[config.mk]
export PLATFORM = sky130hd
export DESIGN_NAME = llt_dma_chan
export DESIGN_NICKNAME = d
export VERILOG_FILES = /design/src/rtl/llt_dma_pkg.sv /design/src/rtl/llt_trig_sel.sv /design/src/rtl/llt_regs.sv /design/src/rtl/llt_engine.sv /design/src/rtl/llt_dma_chan.sv
export SDC_FILE = /design/constraint.sdc
export NUM_CORES = 1
export LEC_CHECK = 0
export ABC_AREA = 1
export BUFFER_PORTS_ARGS = -buffer_cell sky130_fd_sc_hd__buf_2
export CAP_MARGIN = 20
export CELL_PAD_IN_SITES_DETAIL_PLACEMENT = 0
export CELL_PAD_IN_SITES_GLOBAL_PLACEMENT = 2
export CORE_UTILIZATION = 36
export CTS_CLUSTER_SIZE = 28
export DETAILED_ROUTE_END_ITERATION = 7
export GPL_TIMING_DRIVEN = 0
export PLACE_DENSITY = 0.89
export SETUP_SLACK_MARGIN = 0.5
export SLEW_MARGIN = 10
export SYNTH_ARGS = -nofsm -noshare
export SYNTH_HDL_FRONTEND = slang
export SYNTH_SLANG_ARGS = --single-unit
[constraint.sdc]
create_clock -name clk_i -period 4.8 [get_ports clk_i]
set_input_delay 0.48 -clock clk_i [delete_from_list [all_inputs] [get_ports clk_i]]
set_output_delay 0.48 -clock clk_i [all_outputs]
set_load 0.01 [all_outputs]
[src/rtl/llt_dma_pkg.sv]
package llt_dma_pkg;

    // Number of 32-bit words in one descriptor node
    localparam int unsigned NODE_WORDS = 6;

    // Word order inside a node
    localparam logic [2:0] NW_SRC   = 3'd0;
    localparam logic [2:0] NW_DST   = 3'd1;
    localparam logic [2:0] NW_CNT   = 3'd2;
    localparam logic [2:0] NW_LINK  = 3'd3;
    localparam logic [2:0] NW_ACKA  = 3'd4;
    localparam logic [2:0] NW_ACKM  = 3'd5;

    // Register offsets
    localparam logic [1:0] RG_CTRL = 2'd0;
    localparam logic [1:0] RG_HEAD = 2'd1;
    localparam logic [1:0] RG_STAT = 2'd2;

    // Control register field positions
    localparam int unsigned SEL_LSB  = 4;
    localparam int unsigned PRIO_LSB = 8;

    typedef enum logic [2:0] {
        ST_IDLE,
        ST_FETCH,
        ST_FWAIT,
        ST_ARM,
        ST_RD,
        ST_RWAIT,
        ST_WR,
        ST_ACK
    } eng_state_e;

endpackage

[src/rtl/llt_trig_sel.sv]
module llt_trig_sel #(
    parameter int unsigned NTRIG = 16,
    parameter int unsigned SEL_W = $clog2(NTRIG)
) (
    input  logic             clk_i,
    input  logic             rst_ni,
    input  logic [NTRIG-1:0] trig_i,
    input  logic [SEL_W-1:0] sel_i,
    input  logic             arm_i,
    input  logic             take_i,
    output logic             pend_o
);

    typedef struct packed {
        logic [NTRIG-1:0] prev;
        logic             pend;
    } trig_st_t;

    trig_st_t s_d, s_q;
    logic [NTRIG-1:0] rise;

    for (genvar g = 0; g < NTRIG; g++) begin : g_edge
        assign rise[g] = trig_i[g] & ~s_q.prev[g];
    end

    always_comb begin
        s_d      = s_q;
        s_d.prev = trig_i;
        // a new edge in the same cycle as consumption stays pending
        s_d.pend = arm_i & ((s_q.pend & ~take_i) | rise[sel_i]);
    end

    always_ff @(posedge clk_i or negedge rst_ni) begin
        if (!rst_ni) s_q <= '0;
        else         s_q <= s_d;
    end

    assign pend_o = s_q.pend;

endmodule

[src/rtl/llt_regs.sv]
module llt_regs
    import llt_dma_pkg::*;
#(
    parameter int unsigned AW    = 32,
    parameter int unsigned DW    = 32,
    parameter int unsigned SEL_W = 4
) (
    input  logic             clk_i,
    input  logic             rst_ni,
    input  logic             we_i,
    input  logic [1:0]       addr_i,
    input  logic [DW-1:0]    wdata_i,
    output logic [DW-1:0]    rdata_o,
    input  logic             blk_evt_i,
    input  logic             chain_evt_i,
    input  logic             busy_i,
    output logic             en_o,
    output logic [SEL_W-1:0] sel_o,
    output logic [AW-1:0]    head_o,
    output logic             blk_flag_o,
    output logic             chain_flag_o
);

    typedef struct packed {
        logic             en;
        logic [SEL_W-1:0] sel;
        logic [1:0]       prio;
        logic [AW-1:0]    head;
        logic             blk;
        logic             chain;
    } reg_st_t;

    reg_st_t s_d, s_q;

    always_comb begin
        s_d = s_q;
        if (we_i) begin
            case (addr_i)
                RG_CTRL: begin
                    s_d.en   = wdata_i[0];
                    s_d.sel  = wdata_i[SEL_LSB +: SEL_W];
                    s_d.prio = wdata_i[PRIO_LSB +: 2];
                end
                RG_HEAD: s_d.head = AW'(wdata_i);
                RG_STAT: begin
                    if (wdata_i[0]) s_d.blk   = 1'b0;
                    if (wdata_i[1]) s_d.chain = 1'b0;
                end
                default: ;
            endcase
        end
        // hardware events take precedence over software writes
        if (chain_evt_i) begin
            s_d.en    = 1'b0;
            s_d.chain = 1'b1;
        end
        if (blk_evt_i) s_d.blk = 1'b1;
    end

    always_ff @(posedge clk_i or negedge rst_ni) begin
        if (!rst_ni) s_q <= '0;
        else         s_q <= s_d;
    end

    always_comb begin
        rdata_o = '0;
        case (addr_i)
            RG_CTRL: begin
                rdata_o[0]                = s_q.en;
                rdata_o[SEL_LSB +: SEL_W] = s_q.sel;
                rdata_o[PRIO_LSB +: 2]    = s_q.prio;
            end
            RG_HEAD: rdata_o = DW'(s_q.head);
            RG_STAT: rdata_o[2:0] = {busy_i, s_q.chain, s_q.blk};
            default: ;
        endcase
    end

    assign en_o         = s_q.en;
    assign sel_o        = s_q.sel;
    assign head_o       = s_q.head;
    assign blk_flag_o   = s_q.blk;
    assign chain_flag_o = s_q.chain;

endmodule

[src/rtl/llt_engine.sv]
module llt_engine
    import llt_dma_pkg::*;
#(
    parameter int unsigned AW    = 32,
    parameter int unsigned DW    = 32,
    parameter int unsigned LEN_W = 16
) (
    input  logic          clk_i,
    input  logic          rst_ni,
    input  logic          en_i,
    input  logic [AW-1:0] head_i,
    input  logic          pend_i,
    output logic          take_o,
    output logic          busy_o,
    output logic          blk_evt_o,
    output logic          chain_evt_o,
    output logic          desc_req_o,
    output logic [AW-1:0] desc_addr_o,
    input  logic          desc_gnt_i,
    input  logic          desc_rvalid_i,
    input  logic [DW-1:0] desc_rdata_i,
    output logic          mem_req_o,
    output logic          mem_we_o,
    output logic [AW-1:0] mem_addr_o,
    output logic [DW-1:0] mem_wdata_o,
    input  logic          mem_gnt_i,
    input  logic          mem_rvalid_i,
    input  logic [DW-1:0] mem_rdata_i
);

    localparam int unsigned   BYTES = DW / 8;
    localparam logic [AW-1:0] STEP  = AW'(BYTES);
    localparam logic [2:0]    LAST  = 3'(NODE_WORDS - 1);

    typedef struct packed {
        eng_state_e       st;
        logic [AW-1:0]    ptr;
        logic [2:0]       widx;
        logic [AW-1:0]    src;
        logic [AW-1:0]    dst;
        logic [LEN_W-1:0] cnt;
        logic [AW-1:0]    link;
        logic [AW-1:0]    ack_a;
        logic [DW-1:0]    ack_m;
        logic [DW-1:0]    data;
    } eng_st_t;

    eng_st_t s_d, s_q;

    always_comb begin
        s_d         = s_q;
        take_o      = 1'b0;
        blk_evt_o   = 1'b0;
        chain_evt_o = 1'b0;
        desc_req_o  = 1'b0;
        desc_addr_o = s_q.ptr + AW'(s_q.widx) * STEP;
        mem_req_o   = 1'b0;
        mem_we_o    = 1'b0;
        mem_addr_o  = s_q.src;
        mem_wdata_o = s_q.data;

        case (s_q.st)
            ST_IDLE: begin
                if (en_i) begin
                    s_d.ptr  = head_i;
                    s_d.widx = '0;
                    s_d.st   = ST_FETCH;
                end
            end
            ST_FETCH: begin
                desc_req_o = 1'b1;
                if (desc_gnt_i) s_d.st = ST_FWAIT;
            end
            ST_FWAIT: begin
                if (desc_rvalid_i) begin
                    case (s_q.widx)
                        NW_SRC:  s_d.src   = AW'(desc_rdata_i);
                        NW_DST:  s_d.dst   = AW'(desc_rdata_i);
                        NW_CNT:  s_d.cnt   = desc_rdata_i[LEN_W-1:0];
                        NW_LINK: s_d.link  = AW'(desc_rdata_i);
                        NW_ACKA: s_d.ack_a = AW'(desc_rdata_i);
                        default: s_d.ack_m = desc_rdata_i;
                    endcase
                    if (s_q.widx == LAST) begin
                        s_d.st = ST_ARM;
                    end else begin
                        s_d.widx = s_q.widx + 3'd1;
                        s_d.st   = ST_FETCH;
                    end
                end
            end
            ST_ARM: begin
                if (pend_i) begin
                    take_o = 1'b1;
                    s_d.st = (s_q.cnt == '0) ? ST_ACK : ST_RD;
                end
            end
            ST_RD: begin
                mem_req_o = 1'b1;
                if (mem_gnt_i) s_d.st = ST_RWAIT;
            end
            ST_RWAIT: begin
                if (mem_rvalid_i) begin
                    s_d.data = mem_rdata_i;
                    s_d.st   = ST_WR;
                end
            end
            ST_WR: begin
                mem_req_o  = 1'b1;
                mem_we_o   = 1'b1;
                mem_addr_o = s_q.dst;
                if (mem_gnt_i) begin
                    s_d.src = s_q.src + STEP;
                    s_d.dst = s_q.dst + STEP;
                    s_d.cnt = s_q.cnt - LEN_W'(1);
                    s_d.st  = (s_q.cnt == LEN_W'(1)) ? ST_ACK : ST_RD;
                end
            end
            ST_ACK: begin
                mem_req_o   = 1'b1;
                mem_we_o    = 1'b1;
                mem_addr_o  = s_q.ack_a;
                mem_wdata_o = s_q.ack_m;
                if (mem_gnt_i) begin
                    blk_evt_o = 1'b1;
                    if (s_q.link == '0) begin
                        chain_evt_o = 1'b1;
                        s_d.st      = ST_IDLE;
                    end else begin
                        s_d.ptr  = s_q.link;
                        s_d.widx = '0;
                        s_d.st   = ST_FETCH;
                    end
                end
            end
            default: s_d.st = ST_IDLE;
        endcase

        // software termination
        if (!en_i && s_q.st != ST_IDLE) s_d.st = ST_IDLE;
    end

    always_ff @(posedge clk_i or negedge rst_ni) begin
        if (!rst_ni) s_q <= '0;
        else         s_q <= s_d;
    end

    assign busy_o = (s_q.st != ST_IDLE);

endmodule

[src/rtl/llt_dma_chan.sv]
module llt_dma_chan #(
    parameter int unsigned AW    = 32,
    parameter int unsigned DW    = 32,
    parameter int unsigned NTRIG = 16,
    parameter int unsigned LEN_W = 16
) (
    input  logic             clk_i,
    input  logic             rst_ni,
    input  logic [NTRIG-1:0] trig_i,
    input  logic             reg_we_i,
    input  logic [1:0]       reg_addr_i,
    input  logic [DW-1:0]    reg_wdata_i,
    output logic [DW-1:0]    reg_rdata_o,
    output logic             desc_req_o,
    output logic [AW-1:0]    desc_addr_o,
    input  logic             desc_gnt_i,
    input  logic             desc_rvalid_i,
    input  logic [DW-1:0]    desc_rdata_i,
    output logic             mem_req_o,
    output logic             mem_we_o,
    output logic [AW-1:0]    mem_addr_o,
    output logic [DW-1:0]    mem_wdata_o,
    input  logic             mem_gnt_i,
    input  logic             mem_rvalid_i,
    input  logic [DW-1:0]    mem_rdata_i,
    output logic             blk_irq_o,
    output logic             chain_irq_o
);

    localparam int unsigned SEL_W = $clog2(NTRIG);

    logic             ch_en;
    logic             ch_busy;
    logic [SEL_W-1:0] ch_sel;
    logic [AW-1:0]    ch_head;
    logic             ch_pend;
    logic             ch_take;
    logic             ch_blk_evt;
    logic             ch_chain_evt;

    llt_regs #(.AW(AW), .DW(DW), .SEL_W(SEL_W)) u_regs (
        .clk_i        (clk_i),
        .rst_ni       (rst_ni),
        .we_i         (reg_we_i),
        .addr_i       (reg_addr_i),
        .wdata_i      (reg_wdata_i),
        .rdata_o      (reg_rdata_o),
        .blk_evt_i    (ch_blk_evt),
        .chain_evt_i  (ch_chain_evt),
        .busy_i       (ch_busy),
        .en_o         (ch_en),
        .sel_o        (ch_sel),
        .head_o       (ch_head),
        .blk_flag_o   (blk_irq_o),
        .chain_flag_o (chain_irq_o)
    );

    llt_trig_sel #(.NTRIG(NTRIG), .SEL_W(SEL_W)) u_trig (
        .clk_i  (clk_i),
        .rst_ni (rst_ni),
        .trig_i (trig_i),
        .sel_i  (ch_sel),
        .arm_i  (ch_en),
        .take_i (ch_take),
        .pend_o (ch_pend)
    );

    llt_engine #(.AW(AW), .DW(DW), .LEN_W(LEN_W)) u_eng (
        .clk_i         (clk_i),
        .rst_ni        (rst_ni),
        .en_i          (ch_en),
        .head_i        (ch_head),
        .pend_i        (ch_pend),
        .take_o        (ch_take),
        .busy_o        (ch_busy),
        .blk_evt_o     (ch_blk_evt),
        .chain_evt_o   (ch_chain_evt),
        .desc_req_o    (desc_req_o),
        .desc_addr_o   (desc_addr_o),
        .desc_gnt_i    (desc_gnt_i),
        .desc_rvalid_i (desc_rvalid_i),
        .desc_rdata_i  (desc_rdata_i),
        .mem_req_o     (mem_req_o),
        .mem_we_o      (mem_we_o),
        .mem_addr_o    (mem_addr_o),
        .mem_wdata_o   (mem_wdata_o),
        .mem_gnt_i     (mem_gnt_i),
        .mem_rvalid_i  (mem_rvalid_i),
        .mem_rdata_i   (mem_rdata_i)
    );

endmodule

* Word level (Yosys, flattened, before mapping)
Index checks and enable logic that the tools add are counted.
W data, S select, Z words.
** Word-level totals
- Register bits after elaboration :: 304
- Input bits :: 121
- Output and inout bits :: 133
- Logic and storage cells :: 184
** Operators by class
- Add/sub/neg operators :: 5
- $lt $le $gt $ge :: 1
- Equality and inequality tests :: 32
- Muxes and demuxes :: 55
- Bitwise operators :: 37
- Reduce and logical (&&, ||, !) cells :: 36
** Operators by type and width (count)
- $mux W32 :: 7
- $mux W179 :: 1
- $pmux W80 S2 :: 1
- $pmux W32 S2 :: 2
- $mux W80 :: 1
- $mux W38 :: 2
- $add A32 B3 Y32 const B :: 2
- $mux W41 :: 1
- $mux W35 :: 1
- $add A32 B5 Y32 :: 1
- $logic_not A32 Y1 :: 1
- $mux W3 :: 8
- $ne A3 B2 Y1 const B :: 8
- $pmux W3 S8 :: 1
- $mux W22 :: 1
- $and A1 B1 Y1 :: 18
- $eq A3 B3 Y1 const B :: 6
- $mux W1 :: 18
- $ne A2 B2 Y1 const B :: 9
- $not A1 Y1 :: 18
- $reduce_bool A2 Y1 :: 9
- $eq A16 B1 Y1 const B :: 1
- $logic_not A16 Y1 :: 1
- $mux W16 :: 1
- other kinds (28) :: 47

* Logic depth before layout (Yosys ltp)
Gate-level depths: netlist (run 1).
- Word-level depth :: 6
- Depth in mapped cells :: 12
- Mapped depth without buffers :: 12

* By module
A second synthesis (run 1) with hierarchy kept.
** Unflattened totals
- Cell total of the unflattened synthesis :: 2391
- Area total of the unflattened synthesis :: 17234.0 µm²
** By module, submodules not included
- llt_engine :: times used 1, cells each 2025, area an instance 14271.2 µm²
- llt_regs :: times used 1, cells each 299, area an instance 2285.9 µm²
- llt_trig_sel :: times used 1, cells each 67, area an instance 676.9 µm²

* Least setup slack after synthesis (run 1)
No wires, ideal clock.
- Path kind :: flip-flop to output port
- Start :: register u_eng.s_q[208] in the netlist's numbering
- End :: output port desc_addr_o[20]
- Arrival :: 1.940 ns
- Required time :: 4.320 ns
- Slack :: 2.380 ns
- Stages on the path, launching flop included :: 10
- Path through :: dfrtp_1 > ha_1 > inv_1 > fa_1 > o21ai_2 > nand3_1 > nor2_1 > nand3_1 > xor2_1 > inv_1
** On the way
- Word-level cells in the longest chain between the ends :: 1
** RTL lines
- from (decl) :: line llt_engine.sv:48 : eng_st_t s_d, s_q;
- from (signal assigned) :: line llt_engine.sv:144 : if (!rst_ni) s_q <= '0;
- from (signal assigned) :: line llt_engine.sv:145 : else s_q <= s_d;
- $add A32 B5 Y32 :: line llt_engine.sv:56 : desc_addr_o = s_q.ptr + AW'(s_q.widx) * STEP;
- to (decl) :: line llt_dma_chan.sv:15 : output logic [AW-1:0] desc_addr_o,
Every way passes these cells.

* Worst setup path after layout (run 1)
Same ends and word-level chain as after synthesis.

==> out/metrics.cfg, run 1 <==
[power]
power.density_nw_per_um2=524
finalPower_uw=10700
peakVddDrop_uv=303
p_leak_uw=0.0105

[synthesis]
synth_enable_flop_cells=0
ys_seq_area_share_pct=44.9
synthFlopType=dfrtp_1
ys_types=47
async_reset_ff_share_pct=100
avgSynthCellArea_um2=7.43
synth_fp_nets=2418
yosys_warnings=0
synth_area_um2=16900
ys_ff_latch=304
netlist_instances=2279

[die]
dieArea_um2=47900
start_util_pct=36.4
rows=79
fp.dieW_um=219
pin_count=254
core_um2=46500
die_h_um=219

[global_routing]
grt_pass1_wl_um=95200
track_usage_pct=26.4
grt_antenna_before_repair=0
grt_pass1_vias=15900
grt_start_max_net_pins=108
overflow=0

[final_layout]
nets=2714
area_growth_pct=20.2
instances_no_fill=3212
antenna_cells=0
regArea_um2=7610
layout-drive-gt1-share_pct=17.9
fillers=4931
multiInputGateArea_um2=7950
fin_util_pct=43.8

[detailed_routing]
drt_iter0_markers=1160
drtAntennaViolNets=0
vias_per_cell=5.05
drc=0
vias=16200
wl_um=62600
drtPass1Iterations=7
wl_per_cell_um=19.5

[place]
dp_hpwl_um=49000
dp_cells=3141
globalplace.congestion=0.915
io_buffers=252

[sta]
final_max_slew_viol_count=0
fin_hold_ws_ns=0.0530
grt_setup_unrepaired=no
setup_viol=0
clock.fmax_mhz=281
post-route-min-period_ns=3.56
fin_crit_sh_pct=74.2
skew_ns=0.0100
tightest_slew_ns=0.731
finalHoldViolations=0
maxSlewHeadroom_pct=51.3

[clocking]
cts_tree=built
h-tree-depth=2
post-cts-setup-buffers=0
cts_buffers=38
root_buffer=clkbuf_16
clock_sinks=304
cts.clk_slew.worst_paths_ns=0.06
clk_path_buf_depth=3
insertion_delay_ns=0.55

[hold_path]
whs_path_depth=1
hold_class=primary input to register
worstHoldEndpoint=u_trig.s_q[8]
worstHoldStart=trig_i[7]

[critical_path]
worstPathRequired_ns=4.32
reg2reg_depth=9
cp-end-kind=output port
criticalPathCategory=register to output port
startpoint_type=register
arrival_ns=3.08
regToRegEndpoint=u_eng.s_q[233]
worst_r2r_startpoint=u_eng.s_q[245]
ff2ff_setup_slack_ns=2.62
cp_max_fo=6

[run_status]
status=completed

[run]
maxCapViolCount=0

-- how the worst max path moves through the flow --
| stage | endpoint | depth (start not counted) | from | slack [ns] |
|---|---|---|---|---|
| after floorplan | desc_addr_o[20] | 9 | u_eng.s_q[208] | 2.38 |
| final | desc_addr_o[20] | 10 | u_eng.s_q[208] | 1.24 |
| after global routing | desc_addr_o[20] | 10 | u_eng.s_q[208] | 0.95 |
| after detailed placement | desc_addr_o[20] | 10 | u_eng.s_q[208] | 1.80 |
| after global placement | u_eng.s_q[203] | 1 | rst_ni | -2.79 |
| after CTS | desc_addr_o[20] | 10 | u_eng.s_q[208] | 1.20 |
-- critical path: stages, from the launching register on --
cell	delay, ns
dfrtp_1	0.48
ha_1	0.22
inv_1	0.06
fa_1	0.42
o21ai_2	0.25
nand3_1	0.21
nor2_1	0.33
nand3_1	0.17
xor2_1	0.20
inv_1	0.07
buf_2	0.14
-- state kept, by name, indices dropped and copies added, names as in the netlist --
name / cells
u_regs.head_o: 32
u_trig.s_q: 16
u_regs.chain_flag_o: 1
u_eng.s_q: 246
u_regs.sel_o: 4
u_regs.en_o: 1
u_regs.blk_flag_o: 1
u_trig.pend_o: 1
u_regs.s_q: 2
-- logic make-up after synthesis --
group                      synth area share [%]
buffers and inverters                      8.10
xor gates and xnor gates                   1.86
adders and majority gates                  1.37
and+or+nand+nor                            29.7
AOI/OAI and AO/OA                          10.3
muxes                                      3.72
DFF                                        44.9
-- cell usage after synthesis, drive strengths merged (25+ instances only) --
cell | n | area share, %
nand2 | 782 | 18
dfrtp | 304 | 45
nor2 | 242 | 5.6
inv | 227 | 5.1
o21ai | 205 | 6.1
nand3 | 139 | 4.2
a21oi | 62 | 1.9
mux2 | 56 | 3.7
buf | 55 | 2.1
clkbuf | 39 | 0.86
xor2 | 26 | 1.3
nand4 | 25 | 1.0
-- power by group --
group | internal [uW] | switching [uW] | leakage, uW
Combinational | 1360 | 2250 | 0.00597
Clock | 1800 | 1180 | 0.000645
Sequential | 3330 | 748 | 0.00393
-- what timing repair did --
action | in CTS | in global routing
hold buffers | 1 | 0
gates resized for setup | 0 | 0
hold endpoints to repair | 25 | 0
-- layout make-up --
type	instances	area share, %
multi-input cells	1653	39.1
flip-flops and latches	304	37.4
repair buffers	256	6.70
clock buffers	56	5.76
inverters	228	4.24
well taps	607	3.73
plain buffers	94	2.50
clock inverters	14	0.633
-- metal layers --
layer	share of wire (%)	track usage (%)	up-vias
li1	-	-	7902
met1	45	35.7	7735
met2	46	43.2	486
met3	5.4	3.02	100
met4	3.3	9.75	0
met5	0	0	-
-- stage by stage --
step / cell area (um^2) / TNS (ns) / setup WS (ns)
finish: 20400 / 0 / 1.24
global route: 20400 / 0 / 0.950
CTS: 20400 / 0 / 1.20
detailed placement: 19000 / 0 / 1.80
global placement: 19000 / -833.77 / -2.79
floorplan: 16900 / 0 / 2.38
-- placed cells by master, fill, tap and decap left out, types with 3 or more instances in the layout --
cell type / count
o221ai_1: 7
o21ai_1: 17
clkbuf_8: 9
nand2_1: 772
buf_4: 10
o211ai_1: 5
clkinv_2: 9
inv_1: 217
nand3_1: 137
buf_6: 10
a221o_1: 5
buf_16: 3
dfrtp_1: 304
xor2_1: 26
nor2_1: 236
nand4_1: 23
clkbuf_1: 45
inv_4: 3
xnor2_1: 10
nor3_1: 18
inv_2: 7
nor2_2: 3
a21oi_2: 3
a22oi_1: 11
a31oi_1: 18
mux2_2: 56
nand3b_1: 14
ha_1: 17
o21ai_0: 187
buf_2: 285
nand2_2: 7
clkbuf_16: 41
a21oi_1: 59
Power figures use the tool's default switching activity.
==> run 2: changes to the inputs <==
--- a/config.mk
+++ b/config.mk
@@ -5,7 +5,7 @@
 export SDC_FILE = /design/constraint.sdc
 export NUM_CORES = 1
 export LEC_CHECK = 0
-export ABC_AREA = 1
+export ABC_AREA = 0
 export BUFFER_PORTS_ARGS = -buffer_cell sky130_fd_sc_hd__buf_2
 export CAP_MARGIN = 20
 export CELL_PAD_IN_SITES_DETAIL_PLACEMENT = 0
@@ -14,7 +14,7 @@
 export CTS_CLUSTER_SIZE = 28
 export DETAILED_ROUTE_END_ITERATION = 7
 export GPL_TIMING_DRIVEN = 0
-export PLACE_DENSITY = 0.89
+export PLACE_DENSITY = 0.82
 export SETUP_SLACK_MARGIN = 0.5
 export SLEW_MARGIN = 10
 export SYNTH_ARGS = -nofsm -noshare
==> constraint.sdc (replaced) <==
create_clock -name clk_i -period 3.35 [get_ports clk_i]
set_input_delay 0.335 -clock clk_i [delete_from_list [all_inputs] [get_ports clk_i]]
set_output_delay 0.335 -clock clk_i [all_outputs]
set_load 0.01 [all_outputs]
==> run 2 against run 1 <==
- register-to-register slack worse by 2.0 ns
- synthesized cell count down 28%
- via count is 11% lower
- global-route usage shrank 0.50 points
- sequential power up 33%
- sequential cell count did not move
- design area up 1.1%
- clock power increased by 52%
- routed wire length shrank 5.9%
- clock-buffer cell count decreased by 9
- combinational power grew 13%
==> out/metrics.cfg, run 2 <==
[final_layout]
largest-register=u_eng.s_q
mostFrequentLayoutCells=303 x dfrtp_1, 282 x buf_2, 281 x nand2_1, 197 x mux2_2, 103 x a21oi_1
fillers=4249
instances_no_fill=2629
layout-drive-gt1-share_pct=30.9
nets=2149
largest_reg_flops=246
area_growth_pct=27.5
final_common_cell=dfrtp_1

[hold_path]
hold_class=primary input to register

[die]
dieArea_um2=45700
start_util_pct=36.5
pin_count=254
rows=77
core_um2=44200
fp.dieW_um=214
die_h_um=214

[synthesis]
ys_types=78
netlist_instances=1640
synthFlopType=dfrtp_1
synth.area.top_cells=dfrtp_1 47%, mux2_2 14%, nand2_1 6.5%
synthAdderAreaFrac_pct=1.44
avgSynthCellArea_um2=9.84
synth-simple-area-share_pct=17.5
yosys_warnings=0
synth_area_um2=16100
synth_top_area_share_pct=47.1
ys_ff_latch=304
post-synth-top-count-cell=dfrtp_1
ys_seq_area_share_pct=47.1
muxShareOfSynthArea_pct=16.0
synth_compound_area_share_pct=12.8
synthTopCellsByCount=304 x dfrtp_1, 281 x nand2_1, 197 x mux2_2
async_reset_ff_share_pct=100
synth_fp_nets=1779
synth_enable_flop_cells=0
synthXorXnorAreaFrac_pct=1.52
synth_top_family_by_area=simple AND/OR/NAND/NOR gates
synth_top_area_cell=dfrtp_1

[sta]
grt_setup_unrepaired=yes
setup_viol=0
tns_ns=0
fin_ws_ns=0.430
tightest_slew_ns=1.04
clock.fmax_mhz=342
post-route-min-period_ns=2.92
fin_crit_sh_pct=87.2
maxSlewHeadroom_pct=30.9
final_max_slew_viol_count=0
skew_ns=0.0168
finalHoldViolations=0

[detailed_routing]
drc=0
wl_um=59000
vias=14500
highest-signal-layer=met4
wl_per_cell_um=22.4
drtAntennaViolNets=0
drt_iter0_markers=1086
wl_met3_um=3760
dr_wl_met2_um=27100
vias_per_cell=5.52
drt-met1-wl_um=26400
drtPass1Iterations=5

[clocking]
cts_buffers=38
insertion_delay_ns=0.57
clk_path_buf_depth=3
h-tree-depth=2
cts.clk_slew.worst_paths_ns=0.06
root_buffer=clkbuf_16
cts_tree=built
clock_sinks=304

[critical_path]
worstPathRequired_ns=3.01
startpoint_type=register
criticalPathCategory=register to output port
cp_max_fo=8
cp-end-kind=output port
arrival_ns=2.58

[global_routing]
grt_pass1_wl_um=88400
grt_pass1_vias=14300
grt_antenna_before_repair=1
overflow=0
grt_start_max_net_pins=107
track_usage_pct=25.9

[place]
globalplace.congestion=0.888
dp_hpwl_um=42800
dpl_worst_slack_ns=0.493
io_buffers=253
dp_cells=2488

[power]
p_leak_uw=0.00987
power.density_nw_per_um2=682
peakVddDrop_uv=361

[run]
maxCapViolCount=0

[run_status]
status=completed

[run 2: cell types whose count changed in the layout (fill, tap and decap cells not counted), sizes merged, moves of 18 or more]
cell and delta:
a21oi +45, and2 +29, and3 +25, dlygate4sd3 +63
inv -200, mux2 +141, mux2i +37, nand2 -501
nand3 -86, nor2 -152, nor4 +18, o21ai -123
xor2 -18
[run 2: final timing paths]
check	start	end	slack, ns	cells past startpoint
max in group asynchronous	rst_ni	u_eng.s_q[12]	1.76	4
min in group asynchronous	rst_ni	u_eng.s_q[3]	0.30	2
worst max register to register	u_eng.s_q[243]	u_eng.s_q[156]	0.62	6
worst min register to register	u_eng.s_q[176]	u_eng.s_q[176]	0.48	2
worst min-delay path	reg_wdata_i[16]	u_regs.head_o[16]	0.02	2
worst max-delay path	u_eng.s_q[208]	desc_addr_o[18]	0.43	10
[run 2: critical path, cell delays in order (launching register included)]
cell,delay (ns)
dfrtp_1,0.39
ha_4,0.16
inv_2,0.03
fa_2,0.36
nor2b_4,0.16
o2111ai_4,0.13
nor2b_1,0.16
clkbuf_8,0.19
nand4_1,0.12
xnor2_1,0.18
buf_2,0.15
[run 2: final cells by class]
cell class                      instances  area, um^2  share of cell area, %
Clock inverter                         19         300                   1.46
Sequential cell                       304        7610                   37.0
Multi-Input combinational cell       1204        8160                   39.7
Buffer                                106         539                   2.62
Clock buffer                           47        1060                   5.13
Inverter                               26        97.6                  0.474
Timing Repair Buffer                  330        2070                   10.1
Tap cell                              592         741                   3.60
Antenna cell                            1        2.50                 0.0122
[run 2: repair_timing]
| item | CTS | global route |
|---|---|---|
| setup buffers | 4 | 6 |
| endpoints found under the setup margin | 79 | 68 |
| resized for setup | 42 | 34 |
| pin swaps | 14 | 16 |
| hold buffers | 64 | 0 |
| hold endpoints to repair | 121 | 0 |
[run 2: logic make-up (layout without fill, tap and decap cells)]
family | Yosys count | in the layout
and+or+nand+nor | 597 | 597
AOI/OAI and AO/OA | 327 | 327
DFF | 304 | 304
muxes | 234 | 234
buffers and inverters | 132 | 528
xor gates and xnor gates | 28 | 28
adders and majority gates | 18 | 18
other | 0 | 1
[run 2: through the flow]
step | utilization [%] | cell area, um^2 | power (uW) | hold slack [ns]
floorplan | - | 16100 | 7750 | 0.0394
finish | 46.5 | 20600 | 14000 | 0.0234
global placement | 41.0 | 18200 | 9250 | 0.457
CTS | 46.1 | 20400 | 14000 | 0.000604
detailed placement | 41.3 | 18200 | 9340 | 0.321
global route | 46.5 | 20600 | 14800 | 0.00775
[run 2: power breakdown]
part	internal [uW]	leakage, uW	switching (uW)
combinational	1910	0.00525	2170
clock	2790	0.000661	1730
sequential	4530	0.00395	914
[run 2: per-layer routing]
metal	vias up	GRT usage [%]
met5	-	0
met4	0	9.09
met3	106	3.91
met2	546	40.8
met1	7233	36.0
li1	6617	-
==> run 3: changes to the inputs <==
--- a/config.mk
+++ b/config.mk
@@ -15,6 +15,7 @@
 export DETAILED_ROUTE_END_ITERATION = 7
 export GPL_TIMING_DRIVEN = 0
 export PLACE_DENSITY = 0.82
+export RECOVER_POWER = 50
 export SETUP_SLACK_MARGIN = 0.5
 export SLEW_MARGIN = 10
 export SYNTH_ARGS = -nofsm -noshare
==> run 3 against run 2 <==
- the flow now finishes with violations (max-capacitance violations, max-slew violations)
- sequential cell count unchanged
- setup slack lost 0.073 ns
- final cell count unchanged
- critical path type unchanged
- largest power group unchanged
==> out/metrics.cfg, run 3 (same netlist as run 2, synthesis figures left out) <==
[run_status]
status=finished with violations
failed_checks=max-capacitance violations, max-slew violations

[hold_path]
worstHoldEndpoint=u_regs.head_o[16]
whs_path_depth=2
worstHoldStart=reg_wdata_i[16]
hold_class=primary input to register

[power]
switchingPower_uw=4800
power.density_nw_per_um2=682
seqPwrFrac_pct=38.8
p_int_uw=9210
p_leak_uw=0.00980
peakVddDrop_uv=357
clkPwrFrac_pct=32.2
switching_share_pct=34.3
combPwrFrac_pct=28.9

[sta]
setup_viol=0
fin_crit_sh_pct=89.3
maxSlewHeadroom_pct=-20.2
post-route-min-period_ns=2.99
final_max_slew_viol_count=59
skew_ns=0.0131
finalHoldViolations=0
fin_hold_ws_ns=0.0254
grt_setup_unrepaired=yes
tightest_slew_ns=1.80
clock.fmax_mhz=334
fin_ws_ns=0.357

[critical_path]
cp_slowest_cell=dfrtp_1
cp_top_family=buffers and inverters
criticalPathCategory=register to output port
arrival_ns=2.66
cpMostUsedCell=buf_2
startpoint_type=register
critical_path.cell_chain=clkbuf_1 -> inv_1 -> nor2_4 -> buf_2 -> nor2_1 -> a21oi_1 -> buf_2
ff2ff_setup_slack_ns=0.58
regToRegEndpoint=u_eng.s_q[166]
cp_max_fo=10
worstPathRequired_ns=3.01
reg2reg_depth=6
cp_num_buf_inv=4
cp-end-kind=output port
worst_r2r_startpoint=u_eng.s_q[209]
crit_path_max_incr_delay_ns=0.43

[detailed_routing]
drtPass1Iterations=5
wl_um=58900
drt_iter0_markers=1092
vias=14600
vias_per_cell=5.55
drc=0
drtAntennaViolNets=0
wl_per_cell_um=22.4

[final_layout]
layout-drive-gt1-share_pct=29.9
fillers=4263
area_growth_pct=27.2
regArea_um2=7610
largest_reg_flops=246
nets=2149
largest-register=u_eng.s_q
final_common_cell=dfrtp_1
multiInputGateArea_um2=8160
mostFrequentLayoutCells=303 x dfrtp_1, 281 x nand2_1, 262 x buf_2, 197 x mux2_2, 103 x a21oi_1

[die]
rows=77
fp.dieW_um=214
dieArea_um2=45700
core_um2=44200
pin_count=254
die_h_um=214
start_util_pct=36.5

[clocking]
clock_sinks=304
cts.clk_slew.worst_paths_ns=0.06
cts_tree=built
h-tree-depth=2
cts_buffers=38
root_buffer=clkbuf_16
clk_path_buf_depth=3
insertion_delay_ns=0.56

[global_routing]
grt_pass1_vias=14300
grt_start_max_net_pins=107
grt_antenna_before_repair=1
overflow=0
track_usage_pct=25.9
grt_pass1_wl_um=88400

[run]
maxCapViolCount=1

[place]
globalplace.congestion=0.888
io_buffers=253
dpl_worst_slack_ns=0.493
dp_hpwl_um=42800

-- run 3: changes by cell type in the layout (fill, tap and decap cells not counted) --
cell | before | now
clkbuf_1 | 43 | 67
buf_2 | 282 | 262
buf_1 | 8 | 5
buf_8 | 1 | 0
clkbuf_2 | 6 | 7
clkbuf_4 | 7 | 6
-- run 3: area by class of cell --
| type | count | share of cell area [%] |
|---|---|---|
| Sequential cell | 304 | 37.0 |
| Clock buffer | 47 | 5.14 |
| Inverter | 26 | 0.475 |
| Multi-Input combinational cell | 1204 | 39.7 |
| Tap cell | 592 | 3.61 |
| Clock inverter | 19 | 1.46 |
| Buffer | 106 | 2.60 |
| Timing Repair Buffer | 330 | 9.93 |
| Antenna cell | 1 | 0.0122 |
-- run 3: power by group through the flow --
stage | logic [uW] | clock network [uW] | registers, uW
after floorplan | 2580 | 0 | 5170
after global placement | 3830 | 0 | 5420
after detailed placement | 3890 | 0 | 5450
after CTS | 4020 | 4620 | 5400
after global routing | 4450 | 4750 | 5570
final | 4060 | 4520 | 5440
-- run 3: per-layer routing --
metal	track usage, %	share of wire [%]	up-vias	routed length (um)
met4	9.09	3.0	0	1760
met2	40.8	46	561	27100
met5	0	0	-	0
li1	-	-	6621	-
met3	3.91	6.3	119	3730
met1	36.0	45	7281	26300
-- run 3: through the flow --
stage | util [%] | total power, uW | instances | instance area [um^2] | TNS, ns
2_1_floorplan | - | 7750 | 1640 | 16100 | 0
3_3_place_gp | 41.0 | 9250 | 2485 | 18200 | -1269.32
3_5_place_dp | 41.3 | 9340 | 2488 | 18200 | 0
4_1_cts | 46.1 | 14000 | 2622 | 20400 | 0
5_1_grt | 46.5 | 14800 | 2629 | 20500 | 0
6_report | 46.5 | 14000 | 2629 | 20500 | 0
-- run 3: how the worst max path moves through the flow --
stage,startpoint,endpoint,slack [ns],depth (start not counted)
global route,u_eng.s_q[244],mem_addr_o[30],0.19,8
global placement,rst_ni,u_regs.head_o[25],-4.24,1
detailed placement,u_eng.s_q[208],desc_addr_o[18],0.49,10
finish,u_eng.s_q[244],mem_addr_o[17],0.36,7
CTS,u_eng.s_q[213],desc_addr_o[18],0.34,10
floorplan,u_eng.s_q[208],desc_addr_o[18],0.95,9
-- run 3: repair_timing --
action	CTS	global route
endpoints found under the hold margin	121	0
setup endpoints to repair	79	68
pin swaps	14	16
hold buffers	64	0
buffers inserted	4	6
gates resized for setup	42	34
